## src/rtl/llsc_pkg.sv

```systemverilog
package llsc_pkg;

  typedef enum logic [1:0] {
    CNT_HOLD  = 2'd0,
    CNT_LOAD  = 2'd1,
    CNT_CLEAR = 2'd2,
    CNT_DEC   = 2'd3
  } cnt_op_e;

  localparam logic [31:0] SC_WORD_OK   = 32'd0;
  localparam logic [31:0] SC_WORD_FAIL = 32'd1;

endpackage

```

## src/rtl/llsc_life_counter.sv

```systemverilog
module llsc_life_counter
  import llsc_pkg::*;
#(
  parameter int TIMEOUT = 1024,
  parameter int CNT_W   = $clog2(TIMEOUT + 1)
) (
  input  logic clk,
  input  logic rst_n,
  input  logic load_i,
  input  logic clear_i,
  output logic live_o
);

  logic [CNT_W-1:0] cnt_q;
  logic [CNT_W-1:0] cnt_d;
  logic             cnt_en;
  cnt_op_e          op;

  // Priority: load, then clear, then decrement
  always_comb begin
    if (load_i)             op = CNT_LOAD;
    else if (clear_i)       op = CNT_CLEAR;
    else if (cnt_q != '0)   op = CNT_DEC;
    else                    op = CNT_HOLD;
  end

  always_comb begin
    cnt_en = (op != CNT_HOLD);
    unique case (op)
      CNT_LOAD:  cnt_d = CNT_W'(TIMEOUT);
      CNT_CLEAR: cnt_d = '0;
      CNT_DEC:   cnt_d = cnt_q - 1'b1;
      default:   cnt_d = cnt_q;
    endcase
  end

  always_ff @(posedge clk or negedge rst_n) begin
    if (!rst_n)      cnt_q <= '0;
    else if (cnt_en) cnt_q <= cnt_d;
  end

  assign live_o = (cnt_q != '0);

  assert_load_timeout_R3: assert property (@(posedge clk) disable iff (!rst_n)
    load_i |=> (cnt_q == CNT_W'(TIMEOUT)));

  assert_clear_beats_dec_R4: assert property (@(posedge clk) disable iff (!rst_n)
    (clear_i && !load_i) |=> !live_o);

  assert_step_down_R5: assert property (@(posedge clk) disable iff (!rst_n)
    (!load_i && !clear_i && live_o) |=> (cnt_q == $past(cnt_q) - 1'b1));

  assert_dead_stays_R1: assert property (@(posedge clk) disable iff (!rst_n)
    (!load_i && !live_o) |=> !live_o);

endmodule

```

## src/rtl/llsc_resv_regs.sv

```systemverilog
module llsc_resv_regs #(
  parameter int PA_W = 40,
  parameter int DW   = 32
) (
  input  logic            clk,
  input  logic            rst_n,
  input  logic            addr_ld_i,
  input  logic [PA_W-1:0] addr_i,
  input  logic            key_ld_i,
  input  logic [DW-1:0]   key_i,
  output logic [PA_W-1:0] addr_o,
  output logic [DW-1:0]   key_o
);

  logic [PA_W-1:0] addr_q;
  logic [DW-1:0]   key_q;

  always_ff @(posedge clk or negedge rst_n) begin
    if (!rst_n)         addr_q <= '0;
    else if (addr_ld_i) addr_q <= addr_i;
  end

  always_ff @(posedge clk or negedge rst_n) begin
    if (!rst_n)        key_q <= '0;
    else if (key_ld_i) key_q <= key_i;
  end

  assign addr_o = addr_q;
  assign key_o  = key_q;

  assert_addr_loaded_R2: assert property (@(posedge clk) disable iff (!rst_n)
    addr_ld_i |=> (addr_o == $past(addr_i)));

  assert_key_loaded_R3: assert property (@(posedge clk) disable iff (!rst_n)
    key_ld_i |=> (key_o == $past(key_i)));

endmodule

```

## src/rtl/llsc_sc_judge.sv

```systemverilog
module llsc_sc_judge
  import llsc_pkg::*;
#(
  parameter int PA_W = 40,
  parameter int DW   = 32,
  localparam int BE_W = DW / 8
) (
  input  logic            clk,
  input  logic            rst_n,
  input  logic            sc_req_i,
  input  logic [PA_W-1:0] sc_addr_i,
  input  logic [DW-1:0]   sc_data_i,
  input  logic            live_i,
  input  logic [PA_W-1:0] resv_addr_i,
  input  logic [DW-1:0]   key_i,
  output logic            rsp_valid_o,
  output logic [DW-1:0]   rsp_word_o,
  output logic            cmd_valid_o,
  output logic [PA_W-1:0] cmd_addr_o,
  output logic [DW-1:0]   cmd_flit0_o,
  output logic [DW-1:0]   cmd_flit1_o,
  output logic [BE_W-1:0] cmd_be_o
);

  logic            win;
  logic            rsp_valid_q, cmd_valid_q;
  logic [DW-1:0]   rsp_word_q, rsp_word_d;
  logic [PA_W-1:0] cmd_addr_q, cmd_addr_d;
  logic [DW-1:0]   flit0_q, flit1_q;

  always_comb begin
    win        = sc_req_i && live_i && (sc_addr_i == resv_addr_i);
    rsp_word_d = win ? DW'(SC_WORD_OK) : DW'(SC_WORD_FAIL);
    cmd_addr_d = {sc_addr_i[PA_W-1:2], 2'b00};
  end

  always_ff @(posedge clk or negedge rst_n) begin
    if (!rst_n) begin
      rsp_valid_q <= 1'b0;
      cmd_valid_q <= 1'b0;
    end else begin
      rsp_valid_q <= sc_req_i;
      cmd_valid_q <= win;
    end
  end

  always_ff @(posedge clk or negedge rst_n) begin
    if (!rst_n)        rsp_word_q <= '0;
    else if (sc_req_i) rsp_word_q <= rsp_word_d;
  end

  always_ff @(posedge clk or negedge rst_n) begin
    if (!rst_n) begin
      cmd_addr_q <= '0;
      flit0_q    <= '0;
      flit1_q    <= '0;
    end else if (win) begin
      cmd_addr_q <= cmd_addr_d;
      flit0_q    <= key_i;
      flit1_q    <= sc_data_i;
    end
  end

  assign rsp_valid_o = rsp_valid_q;
  assign rsp_word_o  = rsp_word_q;
  assign cmd_valid_o = cmd_valid_q;
  assign cmd_addr_o  = cmd_addr_q;
  assign cmd_flit0_o = flit0_q;
  assign cmd_flit1_o = flit1_q;
  assign cmd_be_o    = {BE_W{1'b1}};

  assert_hit_forwards_R9: assert property (@(posedge clk) disable iff (!rst_n)
    (sc_req_i && live_i && sc_addr_i == resv_addr_i) |=> (cmd_valid_o && rsp_word_o == '0));

  assert_fail_no_cmd_R10: assert property (@(posedge clk) disable iff (!rst_n)
    (rsp_valid_o && rsp_word_o != '0) |-> !cmd_valid_o);

  assert_cmd_shape_R11: assert property (@(posedge clk) disable iff (!rst_n)
    cmd_valid_o |-> (cmd_addr_o[1:0] == 2'b00 && cmd_be_o == {BE_W{1'b1}}));

  assert_rsp_from_req_R12: assert property (@(posedge clk) disable iff (!rst_n)
    rsp_valid_o |-> $past(sc_req_i));

endmodule

```

## src/rtl/llsc_resv_tracker.sv

```systemverilog
module llsc_resv_tracker #(
  parameter int PA_W    = 40,
  parameter int DW      = 32,
  parameter int TIMEOUT = 1024,
  localparam int BE_W   = DW / 8,
  localparam int CNT_W  = $clog2(TIMEOUT + 1)
) (
  input  logic            clk,
  input  logic            rst_n,
  input  logic            ll_issue_i,
  input  logic [PA_W-1:0] ll_addr_i,
  input  logic            ll_rsp_first_i,
  input  logic [DW-1:0]   ll_rsp_data_i,
  input  logic            wr_notify_i,
  input  logic [PA_W-1:0] wr_addr_i,
  input  logic            cas_notify_i,
  input  logic [PA_W-1:0] cas_addr_i,
  input  logic            sw_clear_i,
  input  logic            sc_req_i,
  input  logic [PA_W-1:0] sc_addr_i,
  input  logic [DW-1:0]   sc_data_i,
  output logic            resv_valid_o,
  output logic [DW-1:0]   key_o,
  output logic            sc_rsp_valid_o,
  output logic [DW-1:0]   sc_rsp_word_o,
  output logic            sc_cmd_valid_o,
  output logic [PA_W-1:0] sc_cmd_addr_o,
  output logic [DW-1:0]   sc_cmd_flit0_o,
  output logic [DW-1:0]   sc_cmd_flit1_o,
  output logic [BE_W-1:0] sc_cmd_be_o
);

  logic [PA_W-1:0] resv_addr;
  logic            live;
  logic            wr_hit, cas_hit, kill_req;

  always_comb begin
    wr_hit   = wr_notify_i  && (wr_addr_i  == resv_addr);
    cas_hit  = cas_notify_i && (cas_addr_i == resv_addr);
    kill_req = ll_issue_i || wr_hit || cas_hit || sw_clear_i;
  end

  llsc_life_counter #(.TIMEOUT(TIMEOUT), .CNT_W(CNT_W)) u_life (
    .clk     (clk),
    .rst_n   (rst_n),
    .load_i  (ll_rsp_first_i),
    .clear_i (kill_req),
    .live_o  (live)
  );

  llsc_resv_regs #(.PA_W(PA_W), .DW(DW)) u_regs (
    .clk       (clk),
    .rst_n     (rst_n),
    .addr_ld_i (ll_issue_i),
    .addr_i    (ll_addr_i),
    .key_ld_i  (ll_rsp_first_i),
    .key_i     (ll_rsp_data_i),
    .addr_o    (resv_addr),
    .key_o     (key_o)
  );

  llsc_sc_judge #(.PA_W(PA_W), .DW(DW)) u_judge (
    .clk         (clk),
    .rst_n       (rst_n),
    .sc_req_i    (sc_req_i),
    .sc_addr_i   (sc_addr_i),
    .sc_data_i   (sc_data_i),
    .live_i      (live),
    .resv_addr_i (resv_addr),
    .key_i       (key_o),
    .rsp_valid_o (sc_rsp_valid_o),
    .rsp_word_o  (sc_rsp_word_o),
    .cmd_valid_o (sc_cmd_valid_o),
    .cmd_addr_o  (sc_cmd_addr_o),
    .cmd_flit0_o (sc_cmd_flit0_o),
    .cmd_flit1_o (sc_cmd_flit1_o),
    .cmd_be_o    (sc_cmd_be_o)
  );

  assign resv_valid_o = live;

  assert_write_hit_kills_R6: assert property (@(posedge clk) disable iff (!rst_n)
    (wr_notify_i && wr_addr_i == resv_addr && !ll_rsp_first_i) |=> !resv_valid_o);

  assert_cas_hit_kills_R7: assert property (@(posedge clk) disable iff (!rst_n)
    (cas_notify_i && cas_addr_i == resv_addr && !ll_rsp_first_i) |=> !resv_valid_o);

  assert_sw_clear_kills_R8: assert property (@(posedge clk) disable iff (!rst_n)
    (sw_clear_i && !ll_rsp_first_i) |=> !resv_valid_o);

  assert_ll_cancels_R2: assert property (@(posedge clk) disable iff (!rst_n)
    (ll_issue_i && !ll_rsp_first_i) |=> !resv_valid_o);

  assert_load_wins_R4: assert property (@(posedge clk) disable iff (!rst_n)
    ll_rsp_first_i |=> resv_valid_o);

endmodule

```

## config.mk

```make
export PLATFORM = sky130hd
export DESIGN_NAME = llsc_resv_tracker
export DESIGN_NICKNAME = d
export VERILOG_FILES = /design/src/rtl/llsc_pkg.sv /design/src/rtl/llsc_life_counter.sv /design/src/rtl/llsc_resv_regs.sv /design/src/rtl/llsc_sc_judge.sv /design/src/rtl/llsc_resv_tracker.sv
export SDC_FILE = /design/constraint.sdc
export NUM_CORES = 1
export LEC_CHECK = 0
export BUFFER_PORTS_ARGS = -buffer_cell sky130_fd_sc_hd__buf_4
export CAP_MARGIN = 40
export CORE_AREA = 5 5 154 156
export DETAILED_ROUTE_END_ITERATION = 8
export DIE_AREA = 0 0 159 161
export HOLD_SLACK_MARGIN = 0.08
export PLACE_DENSITY = 0.67
export SLEW_MARGIN = 0
export SYNTH_ARGS = -nofsm -noshare
export SYNTH_HDL_FRONTEND = slang
export SYNTH_SLANG_ARGS = --single-unit
```

## constraint.sdc

```tcl
create_clock -name clk -period 5.5 [get_ports clk]
set_input_delay 1.1 -clock clk [delete_from_list [all_inputs] [get_ports clk]]
set_output_delay 1.1 -clock clk [all_outputs]
set_load 0.005 [all_outputs]
```

# --- After elaboration in Yosys (flattened, before gate mapping) ---
# Index checks and enable logic that the tools add are counted.
op_classes:
  n_addsub: 1
  mul: 0
  n_div: 0
  order_cmp: 0
  eq_ne: 6
  shifts: 0
  muxes: 5
  bitwise_logic: 0
  reduce_logical: 11
op_table:
  columns: ["cell", "n"]
  rows:
  - ["$eq 40x40->1", 3]
  - ["$pmux 11 s3", 1]
  - ["$reduce_bool 11->1", 1]
  - ["$sub 11x1->11 const B", 1]
  - ["$mux 2", 3]
  - ["$eq 2x2->1 const B", 2]
  - ["$logic_and 1x1->1", 4]
  - ["$logic_or 1x1->1", 3]
  - ["$reduce_bool 3->1", 1]
  - ["$eq 2x1->1 const B", 1]
  - ["$reduce_and 2->1", 1]
  - ["$reduce_bool 2->1", 1]
  - ["$mux 1", 1]
totals:
  ff_bits: 219
  latchBits: 0
  ramBits: 0
  mem_bits_ro: 0
  output_inout_bits: 175
  wordCells: 32
  memories: 0

# --- Depth between registers and ports, before layout ---
# Gate-level depths: netlist (run 1).
logic_depth:
  word_depth: 10
  mapped_depth: 9
  mapped_depth_nobuf: 8

# --- Cells and area by module ---
# From an unflattened synthesis (run 1), not the netlist that was laid out.
hier_totals:
  cells_unflattened: 654
  area_unflattened_um2: 9009.9
by_module_without_submodules:
  columns: ["module", "n_inst", "cells_per_inst", "area_each_um2", "seq_area_each_um2"]
  rows:
  - ["llsc_sc_judge", 1, 318, 4634.4, 2627.5]
  - ["llsc_resv_regs", 1, 152, 2826.5, 1801.7]
  - ["llsc_resv_tracker", 1, 123, 939.7, 0.0]
  - ["llsc_life_counter", 1, 61, 609.3, 275.3]

# --- Worst setup path after synthesis (run 1) ---
# No wires, ideal clock.
synth_timing:
  path_type: "register -> output"
  startpoint: "register u_life.cnt_q[2]"
  endpoint: "output resv_valid_o"
  arrival_ns: 1.838
  required_time_ns: 4.400
  setup_slack_ns: 2.562
  stages_incl_launch_ff: 4
  path_buffers: 0
  cell_sequence: "dfrtp_1 or4_4 or4_4 or4_1"
synth_via:
  elab_chain_cells: 1
synth_lines:
  columns: ["item", "line", "text"]
  rows:
  - ["start, declared", "llsc_life_counter.sv:14", "logic [CNT_W-1:0] cnt_q;"]
  - ["start signal, assigned", "llsc_life_counter.sv:39", "else if (cnt_en) cnt_q <= cnt_d;"]
  - ["$reduce_bool 11->1", "llsc_life_counter.sv:42", "assign live_o = (cnt_q != '0);"]
  - ["end, declared", "llsc_resv_tracker.sv:22", "output logic resv_valid_o,"]
# No other way between the ends.

# --- Final worst setup path (run 1) ---
# Ends and elaborated chain as after synthesis.

==> run_results.csv, run 1 <==
group,metric,value,unit
clock_tree,clock_latency,0.42,ns
logic_synthesis,yosys.area.top_type,"dfrtp_1",
die,core_region_area,0.02223,mm²
sta,finalHoldViolCount,0,
clock_tree,cts.htree.levels,4,
die,die_h,161,µm
logic_synthesis,netlist_area,0.008790,mm²
grt,gr-total-overflow,0,
grt,antenna_found_initial,1,
sta,finClkSkew,0.01336,ns
logic_synthesis,ys_ff_latch,188,
power_and_ir_drop,p_leak,6.277,nW
clock_tree,path_clk_slew,0.07,ns
clock_tree,cts_post_setup_buffers_inserted,0,
drt,first_pass_iters,5,
clock_tree,cts.sinks,188,
min_path,holdCritPathClass,"reg -> reg",
final_layout,area_growth,38.86,%
clock_tree,cts_hold_buf,0,
sta,drv_slew,0,
power_and_ir_drop,peakVddDrop,0.0001810,V
logic_synthesis,ys_types,31,
drt,num_vias,6212,
die,num_io_pins,407,
drt,wire_per_inst,20.46,µm
setup_path,crit_type,"reg -> out",
logic_synthesis,seq_area_frac_synth,53.52,%
placement,io_buffers,369,
setup_path,cp.required,4.40,ns
die,die_w,159,µm
grt,grt_pass1_wl,39840,µm
sta,setup_violations,0,
sta,rsz0062_at_grt,"false",
sta,min_period,3.691,ns
sta,slew_headroom,38.88,%
final_layout,final_common_cell,"buf_4",
clock_tree,clock_path_buffers,2,
die,std_cell_rows,55,
sta,fmax,270.9,MHz
final_layout,final_layout_size_suffix_gt1_share,46.77,%
logic_synthesis,syn_inst,642,
grt,track_usage,20.17,%
setup_path,worstPathArrival,2.59,ns
drt,viasPerCell,4.753,
clock_tree,cts_tree,"built",
clock_tree,ctsResizeCount,0,
logic_synthesis,synthTopCellsByArea,"dfrtp_1 (54%), mux2_1 (13%), mux2_2 (9.0%)",
final_layout,layout.nets,1242,
setup_path,end_kind,"primary output",
final_layout,fin_cells,1307,
grt,grt_start_max_net_pins,127,
final_layout,n_fill_cell,1964,
die,dieArea,0.02560,mm²
final_layout,diodes,0,
setup_path,crit_fanout,5,
sta,tns,0,ns
grt,grt_pass1_vias,6519,
run_status,status,"finished clean",
logic_synthesis,syn_area_per_cell,13.69,µm²
logic_synthesis,synth_warnings,0,
placement,place_inst,1275,
clock_tree,numCtsBuffers,17,
die,start_util,39.54,%
drt,first_iter_violations,310,
clock_tree,cts_root_buffer,"clkbuf_16",
sta,fin_crit_sh,67.12,%
placement,gp_congestion,0.9224,
power_and_ir_drop,powerDensity,262.3,mW/mm²
flow_run,maxCapViolCount,0,
logic_synthesis,yosys.area.top_type_share,53.52,%
placement,dpl.hpwl,21230,µm
setup_path,startpoint_type,"flop",
drt,final_antenna_net_count,0,
drt,wirelength,26750,µm
final_layout,final_cell_mix,"buf_4 (370), dfrtp_1 (188), mux2_1 (103), xor2_1 (78), mux2_2 (70)",
drt,drc_errors,0,
sta,worst_slew_pin_slew,0.9084,ns
cell type report:
cell class / instances / area [µm²] / area share (%)
Sequential cell: 188 / 4705 / 38.54
Clock inverter: 15 / 151.4 / 1.240
Multi-Input combinational cell: 425 / 3737 / 30.62
Clock buffer: 17 / 425.4 / 3.485
Tap cell: 285 / 356.6 / 2.922
Timing Repair Buffer: 372 / 2811 / 23.03
Inverter: 5 / 18.77 / 0.1538
power breakdown:
| group | switching, mW | internal, mW |
|---|---|---|
| Combinational | 0.195 | 0.278 |
| Clock | 0.599 | 0.607 |
| Sequential | 0.0832 | 1.44 |
| Total | 0.878 | 2.32 |
cell families (layout without fill, tap and decap cells):
logic type | count (synthesis) | count (layout) | share of synthesized area [%]
flops | 188 | 188 | 53.52
mux | 173 | 173 | 22.16
xor+xnor | 127 | 127 | 12.65
simple gates | 79 | 79 | 5.281
buf+inv | 64 | 409 | 5.552
compound gates | 8 | 8 | 0.5979
other cells | 2 | 37 | 0.08544
fa+ha+maj | 1 | 1 | 0.1423
worst max-delay path, stage by stage (launching register included):
cell	delay, ns
dfrtp_1	0.42
or4_4	0.57
or4_4	0.44
or4_1	0.54
buf_4	0.20
flip-flops by register name (all words and copies together), names as in the netlist:
name                 cells
u_regs.addr_o           40
u_judge.cmd_addr_o      38
u_judge.cmd_flit0_o     32
u_judge.cmd_flit1_o     32
u_regs.key_o            32
u_life.cnt_q            11
u_judge.cmd_valid_o      1
u_judge.rsp_valid_o      1
u_judge.rsp_word_o       1
worst paths after layout:
kind | cells after the start | start | endpoint | slack, ns
min in group asynchronous | 1 | rst_n | u_judge.cmd_addr_o[9] | 0.65
max | 4 | u_life.cnt_q[2] | resv_valid_o | 1.81
max reg2reg | 7 | u_regs.addr_o[12] | u_judge.cmd_flit0_o[15] | 2.21
max in group asynchronous | 2 | rst_n | u_life.cnt_q[10] | 3.77
min reg2reg | 1 | u_judge.cmd_addr_o[23] | u_judge.cmd_addr_o[23] | 0.49
min | 1 | u_judge.cmd_addr_o[23] | u_judge.cmd_addr_o[23] | 0.49
Yosys cell counts:
master,count
dfrtp_1,188
mux2_1,103
xor2_1,78
mux2_2,70
xnor2_1,49
buf_4,39
nor4_1,22
nor3_1,16
nand4_1,13
buf_8,9
clkbuf_1,8
nor2_1,6
inv_1,5
nand2_1,5
nand3_1,5
or3_1,4
buf_1,3
o21ai_0,3
or4_4,3
conb_1,2
a21o_1,1
a21oi_1,1
a22o_1,1
and3_1,1
ha_1,1
nand2b_1,1
nand3b_1,1
nand4_2,1
o2111ai_1,1
o21bai_1,1
or4_1,1
layer usage:
| metal | up-vias | global-route usage, % | routed length (µm) |
|---|---|---|---|
| met2 | 231 | 33.33 | 13120 |
| met4 | 2 | 6.902 | 728 |
| met3 | 42 | 6.098 | 1904 |
| met5 | - | 0 | 20 |
| li1 | 2903 | - | - |
| met1 | 3034 | 25.36 | 10980 |
metrics by stage:
step	setup slack [ns]	power [mW]	area, µm²	hold WS, ns	util (%)
floorplan	2.562	1.759	8921	0.4812	-
global route	1.728	3.351	12210	0.5027	54.91
detailed placement	1.656	2.026	11630	0.4822	52.32
global placement	1.657	2.020	11630	0.4755	52.32
finish	1.809	3.201	12210	0.4922	54.91
CTS	1.778	3.247	12210	0.4982	54.91
Note: power is estimated with default switching activity, not from simulation.
==> inputs of run 2 (changes only) <==
--- a/config.mk
+++ b/config.mk
@@ -7,11 +7,11 @@
 export LEC_CHECK = 0
 export BUFFER_PORTS_ARGS = -buffer_cell sky130_fd_sc_hd__buf_4
 export CAP_MARGIN = 40
-export CORE_AREA = 5 5 154 156
+export CORE_AREA = 5 5 156 158
 export DETAILED_ROUTE_END_ITERATION = 8
-export DIE_AREA = 0 0 159 161
+export DIE_AREA = 0 0 161 163
 export HOLD_SLACK_MARGIN = 0.08
-export PLACE_DENSITY = 0.67
+export PLACE_DENSITY = 0.65
 export SLEW_MARGIN = 0
 export SYNTH_ARGS = -nofsm -noshare
 export SYNTH_HDL_FRONTEND = slang
==> constraint.sdc (replaced) <==
create_clock -name clk -period 3.5 [get_ports clk]
set_input_delay 0.7 -clock clk [delete_from_list [all_inputs] [get_ports clk]]
set_output_delay 0.7 -clock clk [all_outputs]
set_load 0.005 [all_outputs]
==> run 2 against run 1 <==
First-iteration DRC count is 14% lower. Largest power group unchanged. Register-to-register slack worse by 1.7 ns. Flip-flop and latch count stayed put. Non-clock buffer count is 3 higher.
==> run_results.csv, run 2 (synthesis results as in run 1) <==
group,metric,value,unit
run_status,status,"finished clean",
final_layout,fin_cells,1315,
sta,finClkSkew,0.01541,ns
placement,post-place-ws,0.2618,ns
sta,setup_violations,0,
setup_path,worstPathCellList,"or4_4 -> or4_4 -> or4_1 -> buf_4",
placement,gp_congestion,0.9062,
drt,viasPerCell,4.729,
setup_path,crit_type,"reg -> out",
power_and_ir_drop,power.switching,1.410,mW
setup_path,cp.required,2.80,ns
sta,fin_crit_sh,92.80,%
final_layout,largest_reg_flops,40,
setup_path,cpMaxStageDelayCell,"or4_4",
clock_tree,numCtsBuffers,17,
clock_tree,clock_latency,0.43,ns
setup_path,crit_fanout,5,
setup_path,max_stage_delay,0.57,ns
final_layout,n_fill_cell,2065,
setup_path,worstPathArrival,2.55,ns
sta,min_period,3.248,ns
grt,grt_pass1_wl,39730,µm
power_and_ir_drop,p_seq_share,46.4,%
drt,final_antenna_net_count,0,
clock_tree,cts_tree,"built",
placement,dpl.hpwl,21070,µm
grt,antenna_found_initial,0,
setup_path,cpMostUsedCell,"or4_4",
die,dieArea,0.02624,mm²
placement,io_buffers,369,
drt,first_pass_iters,4,
power_and_ir_drop,p_leak,6.332,nW
clock_tree,clock_path_buffers,2,
power_and_ir_drop,p_comb_share,14.5,%
die,start_util,38.25,%
power_and_ir_drop,p_sw_share,27.36,%
final_layout,area_growth,39.97,%
clock_tree,cts_root_buffer,"clkbuf_16",
power_and_ir_drop,clock_power_share,39.0,%
sta,fin_hold_ws,0.2957,ns
setup_path,path_buf_inv,1,
power_and_ir_drop,internal-power,3.743,mW
sta,fmax,307.9,MHz
die,die_w,161,µm
clock_tree,ctsResizeCount,0,
clock_tree,cts.htree.levels,4,
power_and_ir_drop,peakVddDrop,0.0003032,V
die,die_h,163,µm
final_layout,final_layout_size_suffix_gt1_share,46.93,%
sta,tns,0,ns
grt,grt_start_max_net_pins,80,
final_layout,diodes,0,
setup_path,startpoint_type,"flop",
sta,rsz0062_at_grt,"false",
min_path,holdCritPathClass,"in -> async",
final_layout,final_cell_mix,"buf_4 (371), dfrtp_1 (188), mux2_1 (103), xor2_1 (78), mux2_2 (70)",
grt,track_usage,19.91,%
sta,worst_slew_pin_slew,0.6737,ns
die,core_region_area,0.02298,mm²
grt,gr-total-overflow,0,
grt,grt_pass1_vias,6651,
flow_run,maxCapViolCount,0,
die,num_io_pins,407,
drt,wire_per_inst,20.15,µm
drt,wirelength,26500,µm
clock_tree,path_clk_slew,0.08,ns
sta,slew_headroom,55.09,%
drt,num_vias,6219,
drt,drc_errors,0,
final_layout,final_common_cell,"buf_4",
clock_tree,cts_hold_buf,0,
setup_path,end_kind,"primary output",
clock_tree,cts_post_setup_buffers_inserted,0,
die,std_cell_rows,56,
drt,first_iter_violations,266,
sta,fin_ws,0.2521,ns
power_and_ir_drop,powerDensity,418.8,mW/mm²
placement,place_inst,1283,
sta,finalHoldViolCount,0,
clock_tree,cts.sinks,188,
sta,drv_slew,0,
final_layout,layout.nets,1245,
setup_path,critPathTopFamily,"simple AND/OR/NAND/NOR gates",
## run 2: changes by cell type in the layout (fill, tap and decap cells not counted)
cell,before,now
clkinvlp_4,3,0
buf_12,1,3
clkinv_8,2,4
buf_4,370,371
bufinv_16,0,1
clkinv_2,1,0
clkinv_4,1,2
## run 2: layer usage
layer,global-route usage [%],vias to the layer above,wire (µm)
li1,-,2912,-
met1,25.33,3014,10660
met2,33.04,266,13160
met3,6.024,27,2162
met4,5.855,0,513
met5,0,-,0
## run 2: cell type report
class | count | area, µm² | area share, %
Sequential cell | 188 | 4705 | 38.24
Inverter | 5 | 18.77 | 0.1525
Timing Repair Buffer | 375 | 2859 | 23.24
Clock inverter | 15 | 195.2 | 1.586
Tap cell | 290 | 362.8 | 2.949
Multi-Input combinational cell | 425 | 3737 | 30.38
Clock buffer | 17 | 425.4 | 3.458
## run 2: worst paths after layout
check | start | end | slack [ns] | depth (start not counted)
worst max-delay path | u_life.cnt_q[2] | resv_valid_o | 0.25 | 4
worst min-delay path | rst_n | u_regs.addr_o[9] | 0.30 | 1
worst max register to register | u_regs.addr_o[12] | u_judge.cmd_addr_o[24] | 0.49 | 8
worst min register to register | u_judge.rsp_word_o[0] | u_judge.rsp_word_o[0] | 0.49 | 2
max in group asynchronous | rst_n | u_judge.cmd_flit1_o[13] | 2.41 | 2
min in group clk | sc_req_i | u_judge.rsp_valid_o | 0.41 | 1
## run 2: metrics by stage
step / area (µm²) / util, % / power (mW)
2_1_floorplan: 8921 / - / 2.764
3_3_place_gp: 11680 / 50.83 / 3.182
3_5_place_dp: 11680 / 50.83 / 3.191
4_1_cts: 12300 / 53.53 / 5.240
5_1_grt: 12300 / 53.53 / 5.405
6_report: 12300 / 53.53 / 5.152
## run 2: power by group through the flow
stage | clock [mW] | combinational, mW | sequential, mW
after floorplan | 0 | 0.370 | 2.39
after global placement | 0 | 0.748 | 2.43
after detailed placement | 0 | 0.754 | 2.44
after CTS | 2.09 | 0.758 | 2.39
after global routing | 2.17 | 0.826 | 2.41
final | 2.01 | 0.749 | 2.39
==> inputs of run 3 (changes only) <==
==> constraint.sdc (replaced) <==
create_clock -name clk -period 3.5 [get_ports clk]
set_input_delay 0.7 -clock clk [delete_from_list [all_inputs] [get_ports clk]]
set_output_delay 0.7 -clock clk [all_outputs]
set_load 0.1 [all_outputs]
==> run 3 against run 2 <==
Clock skew grew 0.0042 ns. Non-clock buffer count grew 3. Utilization grew 0.055 points. Hold slack gained 0.0064 ns. Combinational power grew 63%. Sequential power is essentially flat. Highest routed layer unchanged. Sequential share of layout area is essentially flat.
==> run_results.csv, run 3 (synthesis results as in run 1) <==
group,metric,value,unit
power_and_ir_drop,peakVddDrop,0.0003434,V
grt,grt_start_max_net_pins,82,
placement,place_inst,1286,
sta,tns,0,ns
sta,finClkSkew,0.01964,ns
drt,wirelength,26290,µm
final_layout,area_growth,40.11,%
clock_tree,cts_tree,"built",
grt,gr-total-overflow,0,
clock_tree,cts_root_buffer,"clkbuf_16",
clock_tree,path_clk_slew,0.08,ns
clock_tree,ctsResizeCount,0,
final_layout,final_cell_mix,"buf_4 (375), dfrtp_1 (188), mux2_1 (103), xor2_1 (78), mux2_2 (70)",
die,start_util,38.25,%
die,std_cell_rows,56,
final_layout,n_fill_cell,2050,
sta,min_period,3.321,ns
clock_tree,clock_path_buffers,2,
placement,gp_congestion,0.9079,
grt,grt_pass1_wl,38880,µm
drt,final_antenna_net_count,0,
clock_tree,clock_latency,0.44,ns
die,num_io_pins,407,
sta,fmax,301.1,MHz
run_status,status,"finished clean",
clock_tree,cts_hold_buf,0,
grt,track_usage,19.61,%
clock_tree,cts_post_setup_buffers_inserted,0,
setup_path,crit_type,"reg -> out",
sta,finalHoldViolCount,0,
final_layout,largest_reg_flops,40,
power_and_ir_drop,powerDensity,452.4,mW/mm²
drt,num_vias,6322,
placement,io_buffers,369,
setup_path,crit_fanout,5,
min_path,holdCritPathClass,"in -> async",
power_and_ir_drop,p_leak,6.332,nW
setup_path,cp.required,2.80,ns
final_layout,fin_cells,1319,
setup_path,startpoint_type,"flop",
final_layout,final_common_cell,"buf_4",
drt,viasPerCell,4.793,
grt,antenna_found_initial,0,
clock_tree,cts.sinks,188,
sta,drv_slew,0,
sta,fin_crit_sh,94.89,%
die,core_region_area,0.02298,mm²
setup_path,worstPathArrival,2.62,ns
die,die_w,161,µm
grt,grt_pass1_vias,6498,
drt,first_iter_violations,215,
clock_tree,cts.htree.levels,4,
drt,wire_per_inst,19.93,µm
sta,rsz0062_at_grt,"false",
die,dieArea,0.02624,mm²
final_layout,layout.nets,1248,
sta,slew_headroom,51.67,%
clock_tree,numCtsBuffers,17,
drt,drc_errors,0,
setup_path,end_kind,"primary output",
drt,first_pass_iters,4,
die,die_h,163,µm
flow_run,maxCapViolCount,0,
sta,worst_slew_pin_slew,0.7183,ns
final_layout,final_layout_size_suffix_gt1_share,47.08,%
placement,dpl.hpwl,20980,µm
sta,setup_violations,0,
[run 3: cell types whose count changed in the layout (fill, tap and decap cells not counted), sizes merged]
cell	previous run	this run
diode	0	1
bufinv	1	0
clkinvlp	0	1
clkinv	6	9
inv	13	10
buf	374	377
[run 3: cell type report]
cell class,instances,area [µm²],share of cell area [%]
flip-flops and latches,188,4705,38.20
multi-input cells,425,3737,30.35
repair buffers,378,2869,23.30
clock buffers,17,425.4,3.454
well taps,290,362.8,2.946
clock inverters,15,195.2,1.585
inverters,5,18.77,0.1524
diodes,1,2.502,0.02032
[run 3: per-layer routing]
layer	part of all wire [%]	global-route usage (%)
met5	0	0
met4	1.8	5.390
met3	8.7	5.923
met2	49	32.23
met1	40	25.37
[run 3: report_power, final]
group          internal, mW  leakage, nW  switching [mW]
Combinational         0.446         3.59           0.770
Clock                 0.976        0.295           0.993
Sequential             2.26         2.45           0.126
Total                  3.68         6.33            1.89
[run 3: worst max-delay path, stage by stage, from the launching register on]
cell and delay (ns):
dfrtp_1 0.42, or4_4 0.57, or4_4 0.45, or4_1 0.49, buf_4 0.27
[run 3: final timing paths]
kind / from / to / slack [ns] / depth (start not counted)
max in group asynchronous: rst_n / u_life.cnt_q[5] / 2.40 / 2
min in group clk: sc_req_i / u_judge.rsp_valid_o / 0.40 / 1
worst min register to register: u_judge.cmd_flit0_o[23] / u_judge.cmd_flit0_o[23] / 0.49 / 1
worst max-delay path: u_life.cnt_q[2] / resv_valid_o / 0.18 / 4
worst max register to register: u_life.cnt_q[2] / u_judge.cmd_flit1_o[19] / 0.53 / 6
worst min-delay path: rst_n / u_regs.addr_o[9] / 0.30 / 1
[run 3: metrics by stage]
step / utilization [%] / power, mW / area, µm² / setup WS, ns / hold WS [ns]
after floorplan: - / 3.221 / 8921 / 0.5487 / 0.4044
after global placement: 50.88 / 3.645 / 11690 / 0.3825 / 0.4744
after detailed placement: 50.88 / 3.652 / 11690 / 0.4023 / 0.4822
after CTS: 53.58 / 5.646 / 12310 / 0.1395 / 0.3190
after global routing: 53.58 / 5.823 / 12310 / 0.07278 / 0.3412
final: 53.59 / 5.571 / 12320 / 0.1787 / 0.3021
